**src/rtl/mc_pkg.sv**
```systemverilog
package mc_pkg;
    typedef enum logic [1:0] {
        ST_IDLE,
        ST_LOOKUP,
        ST_FILL,
        ST_LAST
    } mc_state_e;
endpackage

```
**src/rtl/mc_tags.sv**
```systemverilog
module mc_tags #(
    parameter int BLK_NUM = 8,
    parameter int ADDR_W  = 16,
    localparam int IDX_W  = $clog2(BLK_NUM)
) (
    input  logic              clk,
    input  logic              rst_n,
    input  logic [ADDR_W-1:0] look_addr,
    output logic              hit,
    output logic [IDX_W-1:0]  hit_idx,
    input  logic              alloc,
    input  logic [IDX_W-1:0]  alloc_idx,
    input  logic [IDX_W:0]    alloc_span
);
    logic [BLK_NUM-1:0] vld_q;
    logic [ADDR_W-1:0]  tag_q  [BLK_NUM];
    logic [IDX_W:0]     span_q [BLK_NUM];
    logic [BLK_NUM-1:0] hit_vec;
    logic [BLK_NUM-1:0] clash_vec;

    for (genvar g = 0; g < BLK_NUM; g++) begin : g_slot
        logic [IDX_W-1:0] d_fwd;
        logic [IDX_W-1:0] d_bwd;
        assign d_fwd        = alloc_idx - IDX_W'(g);
        assign d_bwd        = IDX_W'(g) - alloc_idx;
        assign hit_vec[g]   = vld_q[g] && (tag_q[g] == look_addr);
        assign clash_vec[g] = vld_q[g] && (({1'b0, d_fwd} < span_q[g]) ||
                                           ({1'b0, d_bwd} < alloc_span));
    end

    assign hit = |hit_vec;

    always_comb begin
        hit_idx = '0;
        for (int i = BLK_NUM - 1; i >= 0; i--) begin
            if (hit_vec[i]) hit_idx = IDX_W'(i);
        end
    end

    always_ff @(posedge clk or negedge rst_n) begin
        if (!rst_n) begin
            vld_q <= '0;
        end else if (alloc) begin
            vld_q            <= vld_q & ~clash_vec;
            vld_q[alloc_idx] <= 1'b1;
        end
    end

    always_ff @(posedge clk) begin
        if (alloc) begin
            tag_q[alloc_idx]  <= look_addr;
            span_q[alloc_idx] <= alloc_span;
        end
    end

    assert_hit_unique_R3: assert property (@(posedge clk) disable iff (!rst_n)
        $onehot0(hit_vec));
endmodule

```
**src/rtl/mc_store.sv**
```systemverilog
module mc_store #(
    parameter int DATA_W = 32,
    parameter int CA_W   = 5,
    localparam int WORDS = 1 << CA_W
) (
    input  logic              clk,
    input  logic              rst_n,
    input  logic              wr_en,
    input  logic [CA_W-1:0]   wr_addr,
    input  logic [DATA_W-1:0] wr_data,
    input  logic [CA_W-1:0]   rd_addr,
    output logic [DATA_W-1:0] rd_data
);
    logic [DATA_W-1:0] mem_q [WORDS];

    always_ff @(posedge clk) begin
        rd_data <= mem_q[rd_addr];
        if (wr_en) mem_q[wr_addr] <= wr_data;
    end

    assert_wr_step_R4: assert property (@(posedge clk) disable iff (!rst_n)
        wr_en && $past(wr_en) |-> wr_addr == $past(wr_addr) + CA_W'(1));
endmodule

```
**src/rtl/method_cache.sv**
```systemverilog
module method_cache #(
    parameter int ADDR_W    = 16,
    parameter int DATA_W    = 32,
    parameter int BLK_NUM   = 8,
    parameter int BLK_WORDS = 4,
    parameter int LEN_W     = 8,
    localparam int IDX_W    = $clog2(BLK_NUM),
    localparam int OFF_W    = $clog2(BLK_WORDS),
    localparam int CA_W     = IDX_W + OFF_W,
    localparam int SIZE     = BLK_NUM * BLK_WORDS
) (
    input  logic              clk,
    input  logic              rst_n,
    input  logic              req_valid,
    input  logic [ADDR_W-1:0] req_addr,
    input  logic [LEN_W-1:0]  req_len,
    output logic              busy,
    output logic              err,
    output logic              mem_rd_en,
    output logic [ADDR_W-1:0] mem_rd_addr,
    input  logic [DATA_W-1:0] mem_rd_data,
    input  logic [CA_W-1:0]   fetch_addr,
    output logic [DATA_W-1:0] fetch_data
);
    import mc_pkg::*;

    mc_state_e         state_q, state_d;
    logic [ADDR_W-1:0] addr_q;
    logic [LEN_W-1:0]  len_q;
    logic [LEN_W-1:0]  iss_q;
    logic [IDX_W-1:0]  base_q, ptr_q;
    logic [CA_W-1:0]   wr_cnt_q;
    logic              wr_pend_q;
    logic              err_q;

    logic              hit;
    logic [IDX_W-1:0]  hit_idx;
    logic              len_bad;
    logic [IDX_W:0]    span;
    logic              alloc;
    logic [CA_W-1:0]   base_word;

    assign len_bad   = (len_q == '0) || (len_q > LEN_W'(SIZE));
    assign span      = (IDX_W+1)'((len_q + LEN_W'(BLK_WORDS - 1)) >> OFF_W);
    assign alloc     = (state_q == ST_LOOKUP) && !len_bad && !hit;
    assign base_word = {base_q, {OFF_W{1'b0}}};

    // next-state logic
    always_comb begin
        state_d = state_q;
        unique case (state_q)
            ST_IDLE:   if (req_valid) state_d = ST_LOOKUP;
            ST_LOOKUP: state_d = (len_bad || hit) ? ST_IDLE : ST_FILL;
            ST_FILL:   if (iss_q == len_q - LEN_W'(1)) state_d = ST_LAST;
            ST_LAST:   state_d = ST_IDLE;
            default:   state_d = ST_IDLE;
        endcase
    end

    always_ff @(posedge clk or negedge rst_n) begin
        if (!rst_n) state_q <= ST_IDLE;
        else        state_q <= state_d;
    end

    // outputs
    always_comb begin
        busy        = (state_q != ST_IDLE);
        mem_rd_en   = (state_q == ST_FILL);
        mem_rd_addr = addr_q + ADDR_W'(iss_q);
        err         = err_q;
    end

    // datapath registers
    always_ff @(posedge clk or negedge rst_n) begin
        if (!rst_n) begin
            addr_q    <= '0;
            len_q     <= '0;
            iss_q     <= '0;
            base_q    <= '0;
            ptr_q     <= '0;
            wr_cnt_q  <= '0;
            wr_pend_q <= 1'b0;
            err_q     <= 1'b0;
        end else begin
            wr_pend_q <= mem_rd_en;
            if (wr_pend_q) wr_cnt_q <= wr_cnt_q + CA_W'(1);
            unique case (state_q)
                ST_IDLE: begin
                    if (req_valid) begin
                        addr_q <= req_addr;
                        len_q  <= req_len;
                        err_q  <= 1'b0;
                    end
                end
                ST_LOOKUP: begin
                    if (len_bad) begin
                        err_q <= 1'b1;
                    end else if (hit) begin
                        base_q <= hit_idx;
                    end else begin
                        base_q   <= ptr_q;
                        ptr_q    <= ptr_q + span[IDX_W-1:0];
                        iss_q    <= '0;
                        wr_cnt_q <= '0;
                    end
                end
                ST_FILL: iss_q <= iss_q + LEN_W'(1);
                ST_LAST: ;
                default: ;
            endcase
        end
    end

    mc_tags #(.BLK_NUM(BLK_NUM), .ADDR_W(ADDR_W)) tags_i (
        .clk       (clk),
        .rst_n     (rst_n),
        .look_addr (addr_q),
        .hit       (hit),
        .hit_idx   (hit_idx),
        .alloc     (alloc),
        .alloc_idx (ptr_q),
        .alloc_span(span)
    );

    mc_store #(.DATA_W(DATA_W), .CA_W(CA_W)) store_i (
        .clk    (clk),
        .rst_n  (rst_n),
        .wr_en  (wr_pend_q),
        .wr_addr(base_word + wr_cnt_q),
        .wr_data(mem_rd_data),
        .rd_addr(base_word + fetch_addr),
        .rd_data(fetch_data)
    );

    assert_busy_from_req_R2: assert property (@(posedge clk) disable iff (!rst_n)
        $rose(busy) |-> $past(req_valid));
    assert_seq_read_R4: assert property (@(posedge clk) disable iff (!rst_n)
        mem_rd_en && $past(mem_rd_en) |-> mem_rd_addr == $past(mem_rd_addr) + ADDR_W'(1));
    assert_ptr_only_on_lookup_R5: assert property (@(posedge clk) disable iff (!rst_n)
        (ptr_q != $past(ptr_q)) |-> ($past(state_q) == ST_LOOKUP));
    assert_err_when_idle_R8: assert property (@(posedge clk) disable iff (!rst_n)
        err |-> !busy && !mem_rd_en);
endmodule

```
**config.mk**
```make
export PLATFORM = sky130hd
export DESIGN_NAME = method_cache
export DESIGN_NICKNAME = d
export VERILOG_FILES = /design/src/rtl/mc_pkg.sv /design/src/rtl/mc_tags.sv /design/src/rtl/mc_store.sv /design/src/rtl/method_cache.sv
export SDC_FILE = /design/constraint.sdc
export NUM_CORES = 1
export LEC_CHECK = 0
export BUFFER_PORTS_ARGS = -buffer_cell sky130_fd_sc_hd__clkbuf_2
export CAP_MARGIN = 0
export CORE_MARGIN = 8
export CORE_UTILIZATION = 49
export CTS_BUF_LIST = sky130_fd_sc_hd__clkbuf_16
export CTS_CLUSTER_DIAMETER = 80
export DETAILED_ROUTE_END_ITERATION = 7
export GPL_TIMING_DRIVEN = 0
export PLACE_DENSITY_LB_ADDON = 0.08
export SYNTH_ARGS = -nofsm -noshare
export SYNTH_HDL_FRONTEND = slang
export SYNTH_SLANG_ARGS = --single-unit
```
**constraint.sdc**
```tcl
create_clock -name clk -period 10.34 [get_ports clk]
set_clock_uncertainty 0.05 [all_clocks]
set_input_delay 0 -clock clk [delete_from_list [all_inputs] [get_ports clk]]
set_output_delay 0 -clock clk [all_outputs]
set_load 0.1 [all_outputs]
```
Word-level counts from Yosys, hierarchy flattened
Memories as Yosys holds them, arrays and structs flattened. A register that Yosys moved wholly into a read port is not among the register bits.
Cells that the tools add are included.
{ "totals": {"reg_bits": 55, "ramBits": 1184, "output_inout_bits": 51, "word_cells": 149, "n_memories": 3} }
{ "mem_list": {"columns": ["name", "depth", "width", "read_ports", "rd_ports_with_merged_regs", "wr", "line_no", "source"], "rows": [
  ["store_i.mem_q", 32, 32, 1, 1, 1, "mc_store.sv:14", "logic [DATA_W-1:0] mem_q [WORDS];"],
  ["tags_i.tag_q", 8, 16, 8, 0, 1, "mc_tags.sv:16", "logic [ADDR_W-1:0] tag_q [BLK_NUM];"],
  ["tags_i.span_q", 8, 4, 8, 0, 1, "mc_tags.sv:17", "logic [IDX_W:0] span_q [BLK_NUM];"]
]} }
{ "classes": {"add_sub_neg": 23, "order_cmp": 19, "eq_ne": 17, "mux": 29, "n_bitwise": 5, "n_reduce_logical": 43} }
{ "ops": {"columns": ["operator", "n"], "rows": [
  ["$eq A16 B16 Y1", 8],
  ["$lt A3 B4 Y1", 16],
  ["$mux W3", 9],
  ["$mux W5", 4],
  ["$logic_and A1 B1 Y1", 19],
  ["$add A16 B8 Y16", 1],
  ["$mux W8", 2],
  ["$pmux W8 S2", 1],
  ["$sub A3 B3 Y3 const A", 4],
  ["$sub A3 B3 Y3 const B", 4],
  ["$add A5 B5 Y5", 2],
  ["$logic_or A1 B1 Y1", 10],
  ["$reduce_and A3 Y1", 3],
  ["$add A8 B1 Y8 const B", 1],
  ["$and A8 B8 Y8", 1],
  ["$eq A8 B8 Y1", 1],
  ["$gt A8 B6 Y1 const B", 1],
  ["$logic_not A8 Y1", 1],
  ["$ne A2 B2 Y1 const B", 4],
  ["$not A8 Y8", 1],
  ["$or A8 B8 Y8", 1],
  ["$pmux W2 S4", 1],
  ["$reduce_or A8 Y1", 1],
  ["$sub A8 B1 Y8 const B", 1],
  ["other kinds (21)", 39]
]} }

Depth between registers and ports, before layout
An unclocked memory read counts as a cell.
{ "depth": {"depth_word": 12, "depth_mapped": 11, "depth_no_buf": 11} }

Cells and area by module
A second synthesis with hierarchy kept.
{ "hier_totals": {"hier_cells": 3053, "hier_area_um2": 51028.9} }
{ "by_module_without_submodules": {"columns": ["mod", "instances", "cells_each", "area_per_inst_um2"], "rows": [
  ["mc_store", 1, 2260, 40485.1],
  ["mc_tags", 1, 506, 7613.6],
  ["method_cache", 1, 287, 2930.3]
]} }

Worst setup path after synthesis
OpenSTA, ideal clock, no wires.
{ "synth_path": {"path_type": "register -> output", "start": "register addr_q[1]", "end": "output mem_rd_addr[10]", "arrival_ns": 3.700, "slack_ns": 6.590, "path_stages_with_launch": 12, "path_buffers": 1, "path_cell_list": "dfrtp_1 -> buf_6 -> inv_1 -> fa_1 -> nor2b_1 -> o21ai_0 -> a21boi_0 -> o21ai_0 -> a21boi_0 -> o21a_1 -> o211ai_1 -> xnor2_1"} }
{ "synth_via": {"elab_chain_len": 1} }
{ "synth_rtl": {"columns": ["item", "line_no", "source"], "rows": [
  ["start: declaration", "method_cache.sv:28", "logic [ADDR_W-1:0] addr_q;"],
  ["start signal: assignment", "method_cache.sv:90", "addr_q <= req_addr;"],
  ["$add A16 B8 Y16", "method_cache.sv:69", "mem_rd_addr = addr_q + ADDR_W'(iss_q);"],
  ["end: declaration", "method_cache.sv:20", "output logic [ADDR_W-1:0] mem_rd_addr,"]
]} }
No other way between the ends.

Final worst setup path
Ends and elaborated chain as after synthesis.

==> results.txt <==
cts repair resizes - 0
FMAX - 238 MHz
final instance area - 0.0584 sq mm
Worst-Margin Slew - 1.30 ns
CTS tree - yes
layout cell share with drive strength beyond 1 - 28.4%
ys flop type - edfxtp_1
ANT cells - 0
startpoint types - flop
die width - 336 um
pin count of the biggest net entering global routing - 56
synth warn - 0
Post-Syn Nets - 2447
largest fanout on the critical path - 10
Worst setup EP type - primary output
Port Buf Inserts - 112
Seq cells post-synth - 1271
Rows - 117
setup repair bufs after CTS - 0
CP Class - flop to primary output
WP data required - 10.29 ns
initial core utilization - 49.3%
unrepaired setup endpoints after global routing - no
Power Density - 248 mW/mm^2
antenna violations before repair - 3
core area - 0.102 sq mm
clock sinks - 1271
Area growth syn-to-layout - 16.6%
Max Cap Viol - 0
post-synthesis cell count - 2323
H-tree depth - 4
Syn Area/Cell - 21.6 sq um
DRT iter0 DRCs - 2290
register area share after synthesis - 75.0%
Setup Viol. Count Final - 0
Final Max Slew Viols - 0
via count - 24200
I/O Pins - 115
library cells used by synthesis - 57
post-route ant nets - 0
first-pass GRT wire length - 174000 um
Post-Syn Area - 0.0501 sq mm
# DRC - 0
Post-Route WL - 120000 um
Worst EP arrival - 4.15 ns
CTS clk-pin slew, worst paths - 0.06 ns
Hold Buf Count CTS - 89
Die H - 336 um
post-layout min period - 4.20 ns
number of vias per cell - 5.81
DP Wirelength - 76700 um
Async S/R FF share, synth - 4.33%
setup TNS - 0 ns
final worst slack - 6.14 ns
CTS buffer count - 136
Place WS - 6.37 ns
HP Class - input pin to flop
clk_lat worst skew - 0.73 ns
vias in the first global route - 25500
total die area - 0.113 sq mm
Pwr Total - 14.5 mW
Placed Area - 0.0533 sq mm
DR WL/cell - 28.8 um
first drt pass iteration count - 5
root buf cell - clkbuf_16
Clock Path Buffers - 3
static leakage - 19.3 nW
number of flops mapped to enable cells by yosys - 1184
slew margin rel. - 13.3%
status - completed
peak supply drop - 0.252 mV
gr ovfl total - 0
period utilization - 40.6%
final hold violations - 0
RD Place Congestion - 0.793
nets - 2818
overall global routing resource usage - 21.4%
[final timing paths]
path | slack [ns] | from | cells after the start | end
setup / recovery | 6.14 | addr_q[1]$_DFFE_PN0P_ | 12 | mem_rd_addr[10]
hold / removal | 0.21 | req_valid | 6 | err$_DFFE_PN0P_
setup reg to reg | 6.44 | len_q[0]$_DFFE_PN0P_ | 10 | tags_i.vld_q[7]$_DFFE_PN0P_
hold reg to reg | 0.47 | tags_i.vld_q[7]$_DFFE_PN0P_ | 1 | tags_i.vld_q[7]$_DFFE_PN0P_
max in group asynchronous | 9.61 | rst_n | 4 | addr_q[0]$_DFFE_PN0P_
min in group asynchronous | 0.38 | rst_n | 4 | tags_i.vld_q[1]$_DFFE_PN0P_
[metrics by stage]
| stage | utilization (%) | hold WS [ns] | std cells |
|---|---|---|---|
| 3_3_place_gp | 51.6 | 0.182 | 3803 |
| 6_report | 57.5 | 0.212 | 4165 |
| 5_1_grt | 57.5 | 0.233 | 4165 |
| 4_1_cts | 57.5 | 0.163 | 4165 |
| 3_5_place_dp | 52.5 | 0.128 | 3835 |
| 2_1_floorplan | - | -0.346 | 2323 |
[Yosys cell counts (4+ instances only)]
cell type	instances	area share, %
nor2_1	63	0.47
xnor2_1	92	1.6
inv_1	46	0.34
buf_2	23	0.23
mux4_2	320	14
nor3_1	11	0.11
xor2_1	75	1.3
a32o_1	6	0.12
nand3_1	15	0.15
and3_1	10	0.12
a21oi_1	23	0.23
nand2_1	40	0.30
clkbuf_1	43	0.32
nand4_1	20	0.25
o41ai_1	8	0.14
a31oi_1	4	0.050
nor4_1	13	0.16
mux2_2	56	1.3
buf_6	9	0.20
buf_1	11	0.082
o21ai_0	17	0.17
buf_4	15	0.22
o21ai_1	4	0.040
a22o_1	4	0.070
a21o_1	14	0.21
nor2b_1	5	0.062
ha_1	56	1.4
dfrtp_1	55	2.7
and2_1	10	0.12
fa_1	4	0.16
edfxtp_1	1184	71
dfxtp_1	32	1.3
[worst max-delay path, cell delays in order (launching register included)]
cell and delay [ns]:
dfrtp_1 0.63, buf_6 0.25, inv_1 0.08, fa_1 0.45
nor2b_1 0.13, o21ai_0 0.10, a21boi_0 0.26, o21ai_0 0.14
a21boi_0 0.26, o21a_1 0.30, o211ai_1 0.13, xnor2_1 0.19
clkbuf_2 0.49
[layout by cell type, fill, tap and decap left out, drive strengths merged, types with 17 or more instances in the layout]
cell | Yosys | layout
a21oi | 23 | 23
buf | 58 | 91
clkbuf | 44 | 295
clkinv | 0 | 51
dfrtp | 55 | 55
dfxtp | 32 | 32
dlygate4sd3 | 0 | 88
edfxtp | 1184 | 1184
ha | 56 | 56
inv | 46 | 84
mux2 | 57 | 57
mux4 | 320 | 320
nand2 | 41 | 41
nand4 | 21 | 21
nor2 | 63 | 63
nor4 | 17 | 17
o21ai | 21 | 21
xnor2 | 92 | 92
xor2 | 75 | 75
[state kept, by name (all words and copies together) (netlist names), named ones only]
register / flops
addr_q: 16
base_q: 3
err: 1
iss_q: 8
len_q: 8
ptr_q: 3
state_q: 1
store_i.mem_q: 1024
store_i.rd_data: 32
tags_i.span_q: 32
tags_i.tag_q: 128
tags_i.vld_q: 8
wr_cnt_q: 5
wr_pend_q: 1
[cell type report]
type | count | area [sq um]
Buffer | 102 | 537
Clock buffer | 139 | 3480
Clock inverter | 102 | 728
Fill cell | 7499 | 43200
Inverter | 46 | 173
Multi-Input combinational cell | 904 | 12100
Sequential cell | 1271 | 37600
Tap cell | 1368 | 1710
Timing Repair Buffer | 233 | 2170
[cell families (layout without fill, tap and decap cells)]
logic type | count (synthesis) | after routing | synth area share (%)
xor gates and xnor gates | 167 | 167 | 2.92
AOI/OAI and AO/OA | 98 | 98 | 1.39
muxes | 379 | 379 | 15.7
buffers and inverters | 148 | 622 | 1.42
DFF | 1271 | 1271 | 75.0
adders and majority gates | 60 | 60 | 1.56
and+or+nand+nor | 200 | 200 | 2.03
[power by group]
part,switching (mW),internal (mW),leakage (nW)
Combinational,2.43,1.23,5.49
Clock,1.92,2.70,2.20
Sequential,0.250,5.97,11.6
Total,4.60,9.90,19.3
[routing by layer]
metal | share of wire, % | up-vias | track usage [%] | wire length (um)
li1 | - | 10300 | - | -
met1 | 41 | 12900 | 29.2 | 49800
met2 | 50 | 882 | 35.6 | 59500
met3 | 6.8 | 191 | 4.27 | 8210
met4 | 2.1 | 4 | 5.44 | 2570
met5 | 0.022 | - | 0 | 27
No activity file was read; power rests on OpenSTA's default activity.
